File: src/rtl/swd_host.sv
module swd_host #(
  parameter int HALF_DIV     = 4,
  parameter int RESET_CYCLES = 50
) (
  input  logic        clk,
  input  logic        rst_n,
  input  logic        cmd_valid,
  input  logic [1:0]  cmd_op,
  input  logic        cmd_ap,
  input  logic        cmd_rnw,
  input  logic [1:0]  cmd_addr,
  input  logic [31:0] cmd_wdata,
  output logic        busy,
  output logic        done,
  output logic [2:0]  ack,
  output logic [31:0] rdata,
  output logic        parity_error,
  output logic        swclk,
  output logic        swdio_out,
  output logic        swdio_oe,
  input  logic        swdio_in
);
  localparam int DW   = (HALF_DIV > 1) ? $clog2(HALF_DIV) : 1;
  localparam int MAXB = (RESET_CYCLES > 33) ? RESET_CYCLES : 33;
  localparam int CW   = $clog2(MAXB + 1);

  typedef enum logic [3:0] {
    S_IDLE, S_RST1, S_JSEQ, S_RST2, S_REQ, S_TRNA, S_ACK, S_TRNW, S_WDAT, S_RDAT, S_TRNE
  } st_t;

  st_t            st;
  logic [DW-1:0]  dcnt;
  logic           ph;
  logic [CW-1:0]  cnt;
  logic [32:0]    sh, rx;
  logic           sw_q, rnw_q;
  logic [31:0]    wdata_q;

  wire half_end = (dcnt == DW'(HALF_DIV - 1));
  wire rise     = (st != S_IDLE) && !ph && half_end;
  wire slot_end = (st != S_IDLE) && ph && half_end;
  wire last     = (cnt == CW'(1));
  wire req_par  = cmd_ap ^ cmd_rnw ^ cmd_addr[0] ^ cmd_addr[1];
  wire in_rst   = (st == S_RST1) || (st == S_RST2);

  assign busy      = (st != S_IDLE);
  assign swclk     = (st == S_IDLE) | ph;
  assign swdio_oe  = (st == S_IDLE) || in_rst || (st == S_JSEQ) || (st == S_REQ) || (st == S_WDAT);
  assign swdio_out = in_rst | (((st == S_JSEQ) || (st == S_REQ) || (st == S_WDAT)) & sh[0]);

  always_ff @(posedge clk or negedge rst_n) begin
    if (!rst_n) begin
      st <= S_IDLE; dcnt <= '0; ph <= 1'b0; cnt <= '0;
      sh <= '0; rx <= '0; sw_q <= 1'b0; rnw_q <= 1'b0; wdata_q <= '0;
      done <= 1'b0; ack <= '0; rdata <= '0; parity_error <= 1'b0;
    end else begin
      done <= 1'b0;
      if (st == S_IDLE) begin
        dcnt <= '0;
        ph   <= 1'b0;
        if (cmd_valid) begin
          if (cmd_op == 2'b00) begin
            st      <= S_REQ;
            cnt     <= CW'(8);
            sh      <= {25'd0, 1'b1, 1'b0, req_par, cmd_addr[1], cmd_addr[0], cmd_rnw, cmd_ap, 1'b1};
            rnw_q   <= cmd_rnw;
            wdata_q <= cmd_wdata;
          end else begin
            st   <= S_RST1;
            cnt  <= CW'(RESET_CYCLES);
            sw_q <= cmd_op[1];
          end
        end
      end else begin
        if (half_end) begin
          dcnt <= '0;
          ph   <= ~ph;
        end else begin
          dcnt <= dcnt + DW'(1);
        end
        if (rise) rx <= {swdio_in, rx[32:1]};
        if (slot_end) begin
          sh  <= sh >> 1;
          cnt <= cnt - CW'(1);
          if (last) begin
            case (st)
              S_RST1: if (sw_q) begin
                        st <= S_JSEQ; cnt <= CW'(16); sh <= {17'd0, 16'hE79E};
                      end else begin
                        st <= S_IDLE; done <= 1'b1;
                      end
              S_JSEQ: begin st <= S_RST2; cnt <= CW'(RESET_CYCLES); end
              S_REQ:  begin st <= S_TRNA; cnt <= CW'(1); end
              S_TRNA: begin st <= S_ACK;  cnt <= CW'(3); end
              S_ACK: begin
                ack          <= rx[32:30];
                parity_error <= 1'b0;
                if (rx[32:30] == 3'b001) begin
                  st  <= rnw_q ? S_RDAT : S_TRNW;
                  cnt <= rnw_q ? CW'(33) : CW'(1);
                end else begin
                  st  <= S_TRNE;
                  cnt <= CW'(1);
                end
              end
              S_TRNW: begin st <= S_WDAT; cnt <= CW'(33); sh <= {^wdata_q, wdata_q}; end
              S_RDAT: begin
                rdata        <= rx[31:0];
                parity_error <= ^rx;
                st           <= S_TRNE;
                cnt          <= CW'(1);
              end
              default: begin st <= S_IDLE; done <= 1'b1; end
            endcase
          end
        end
      end
    end
  end

  a_r10_oe_moves_low: assert property (@(posedge clk) disable iff (!rst_n)
    $changed(swdio_oe) |-> (!swclk || !busy));
  a_r10_data_moves_low: assert property (@(posedge clk) disable iff (!rst_n)
    ($changed(swdio_out) && swdio_oe) |-> (!swclk || !busy));
  a_r11_done_single: assert property (@(posedge clk) disable iff (!rst_n)
    done |=> !done);
  a_r11_accept: assert property (@(posedge clk) disable iff (!rst_n)
    (cmd_valid && !busy) |=> busy);
  a_r5_perr_needs_ok: assert property (@(posedge clk) disable iff (!rst_n)
    parity_error |-> (ack == 3'b001));
endmodule

File: config.mk
export PLATFORM = sky130hd
export DESIGN_NAME = swd_host
export DESIGN_NICKNAME = d
export VERILOG_FILES = /design/src/rtl/swd_host.sv
export SDC_FILE = /design/constraint.sdc
export NUM_CORES = 1
export LEC_CHECK = 0
export ABC_CLOCK_PERIOD_IN_PS = 3700
export BUFFER_PORTS_ARGS = -buffer_cell sky130_fd_sc_hd__clkbuf_2
export CAP_MARGIN = 10
export CORE_ASPECT_RATIO = 0.6
export CORE_MARGIN = 2
export CORE_UTILIZATION = 40
export CTS_CLUSTER_SIZE = 8
export DETAILED_ROUTE_END_ITERATION = 10
export GPL_TIMING_DRIVEN = 0
export MAX_ROUTING_LAYER = met4
export PLACE_DENSITY_LB_ADDON = 0.25
export SYNTH_ARGS = -nofsm -noshare
export SYNTH_HDL_FRONTEND = slang
export SYNTH_SLANG_ARGS = --single-unit
File: constraint.sdc
create_clock -name clk -period 3.7 [get_ports clk]
set_input_delay 0.37 -clock clk [delete_from_list [all_inputs] [get_ports clk]]
set_output_delay 0.37 -clock clk [all_outputs]
set_load 0.05 [all_outputs]
==> flow_summary.toml <==
[worst_setup_path]
cp-startpoint = "st[0]"
slowest_stage = "nor4_4"
cp.depth = 7
end_kind = "flop"
startpoint_type = "flop"
path_buf_inv = 2
cp-endpoint = "st[1]"
r2r-start = "st[0]"
r2r_cells = 7
worst_ep_arrival_time_ps = 2910
r2r_slack_ps = 1090
reg2reg_to = "st[1]"
crit_path_max_fanout = 10
required_ps = 3990
crit_path_max_incr_delay_ps = 560
path_cells = "nor4_4 > inv_2 > nand3_1 > clkbuf_1 > o21ai_0 > o311ai_0 > nand2b_1"
crit_type = "reg2reg"
cp_top_family = "simple AND/OR/NAND/NOR gates"

[routing]
met2_length_um = 6930
drt_first_pass_iters = 5
drtAntennaViolNets = 0
dr.first_iter.drc_count = 301
dr_wl_met3_um = 729
wl_met1_um = 7950
wire_per_inst_um = 17.0
drc_errors = 0
vias_per_cell = 5.15
top_layer = "met4"
via_count = 4797
drt-total-wl_um = 15800

[die]
start_util_pct = 40.7
die_x_um = 174
rows = 37
die_area_um2 = 18500
core_um2 = 17100
die_height_um = 106
io_pins = 83

[synth]
synth_top_area_share_pct = 54.0
avgSynthCellArea_um2 = 11.9
syn_nets = 628
synth.most_common_cell = "dfrtp_1"
ys_async_sr_fraction_pct = 100
yosys-top-cells-area = "dfrtp_1 (54%), mux2_2 (16%), xnor2_1 (7.3%)"
synthFlopType = "dfrtp_1"
ys_seq_area_share_pct = 54.0
synthDistinctLibCells = 47
synthCells = 582
yosys-top-cells-count = "dfrtp_1 (150), mux2_2 (96), xnor2_1 (58)"
yosys_warnings = 0
syn_area_um2 = 6950
synth_edf_count = 0
synth_area_leader_cell = "dfrtp_1"
ys_seq_elements = 150

[clocking]
cts_tree = "built"
ctsResizeCount = 0
clock_path_buffers = 2
clock_sinks = 150
insertion_delay_ps = 420
holdBufCountCts = 1
clk_pin_slew_ps = 60
numCtsBuffers = 17
cts-root-buf = "clkbuf_16"
postCtsSetupBuffers = 0
htree_levels = 4

[sta]
worst_pin_slew_ps = 641
finalSetupViolations = 0
finalCritPeriodShare_pct = 70.7
maxSlewHeadroom_pct = 57.3
timing.final.hold_violations = 0
slew_viol_final = 0
fin_crit_ps = 2610
fin_skew_ps = 8.09
fmax_mhz = 382
rsz0062_at_grt = "no"

[final_layout]
drive_above_1_share_pct = 33.0
final_cells = 931
final_nets = 730
n_fill_cell = 1505
area_growth_pct = 19.0
stdcell_area_um2 = 8270
diodes = 0

[power_and_ir_drop]
irDropWorstVdd_mv = 0.259
p_leak_uw = 0.00400
power_density_nw_per_um2 = 425

[placement]
placedCellCount = 898
port_buffers = 81
hpwl_um = 11400
gp_congestion = 0.863
postPlaceCellArea_um2 = 7680

[global_route]
gr-usage-all-layers_pct = 18.6
grt-ovfl-total = 0
antenna_found_initial = 0
grt_pass1_vias = 4919
grt_pass1_wl_um = 26000
grt_max_degree = 82

[worst_hold_path]
hold_class = "in2reg"
hp-start = "cmd_wdata[10]"

[run_status]
status = "complete, no violations"

[flow_run]
cap_violations = 0
-- stage by stage --
stage	TNS (ps)	power, uW	utilization, %	hold WS, ps	worst slack (ps)
6_report	0	3510	48.4	167	1090
2_1_floorplan	0	1770	-	74.4	1610
3_5_place_dp	0	1850	45.0	413	1140
5_1_grt	0	3640	48.4	170	880
4_1_cts	0	3550	48.4	157	1130
3_3_place_gp	-33400	1840	44.8	425	-235
-- layout make-up --
| type | instances | area [um2] | share of cell area [%] |
|---|---|---|---|
| well taps | 234 | 293 | 3.54 |
| multi-input cells | 391 | 2990 | 36.2 |
| repair buffers | 83 | 452 | 5.46 |
| clock buffers | 21 | 450 | 5.45 |
| clock inverters | 11 | 126 | 1.53 |
| inverters | 8 | 30.0 | 0.363 |
| plain buffers | 33 | 170 | 2.06 |
| flip-flops and latches | 150 | 3750 | 45.4 |
-- layer usage --
metal | vias to the layer above | GRT usage [%]
li1 | 2261 | -
met1 | 2418 | 26.4
met2 | 103 | 26.7
met3 | 15 | 4.11
met4 | 0 | 5.82
met5 | - | -
-- power breakdown --
| part | internal [uW] | switching [uW] |
|---|---|---|
| clock | 1010 | 679 |
| combinational | 69.5 | 81.2 |
| sequential | 1650 | 15.1 |
| total | 2740 | 776 |
-- worst min path at each step --
stage | end | depth (start not counted)
final | wdata_q[10] | 2
after global routing | wdata_q[10] | 2
after CTS | wdata_q[10] | 2
after detailed placement | sh[17] | 1
after global placement | dcnt[0] | 1
after floorplan | ack[0] | 0
-- state kept, by name, summed over array words and instances (netlist names) --
signal and flops:
rx 33, rdata 32, sw_q 1, wdata_q 32, rnw_q 1, cnt 6
ack 3, parity_error 1, ph 1, done 1, sh 33, st 4
dcnt 2
-- cell usage in the layout, fill, tap and decap left out, types with 2 or more instances in the layout --
master,instances
nor4_1,2
ha_1,4
xor2_1,10
buf_6,4
nand4_1,2
clkbuf_1,19
nor2_1,19
dfrtp_1,150
nor3_1,5
nor2b_1,6
a31oi_1,3
and3_1,4
nand2_1,46
o221ai_1,4
clkbuf_16,17
nand3_1,10
clkinvlp_4,4
a21oi_1,15
o21bai_1,2
o22ai_1,10
clkbuf_2,80
nand2b_1,4
a22o_1,4
mux2_1,2
o21ai_0,38
clkinv_2,2
clkbuf_8,2
a22oi_1,20
xnor2_1,58
o31ai_1,5
clkinv_4,2
inv_1,7
bufinv_16,2
buf_2,13
mux2_2,96
a221oi_1,2
a21o_1,4
-- cells by family (layout without fill, tap and decap cells) --
logic type	count (synthesis)	after routing	synth area share, %
DFF	150	150	54.0
AOI/OAI and AO/OA	114	114	10.5
and+or+nand+nor	107	107	7.46
muxes	98	98	15.9
xor gates and xnor gates	68	68	8.57
buffers and inverters	41	156	2.88
adders and majority gates	4	4	0.720
Note: power is estimated with default switching activity, not from simulation.
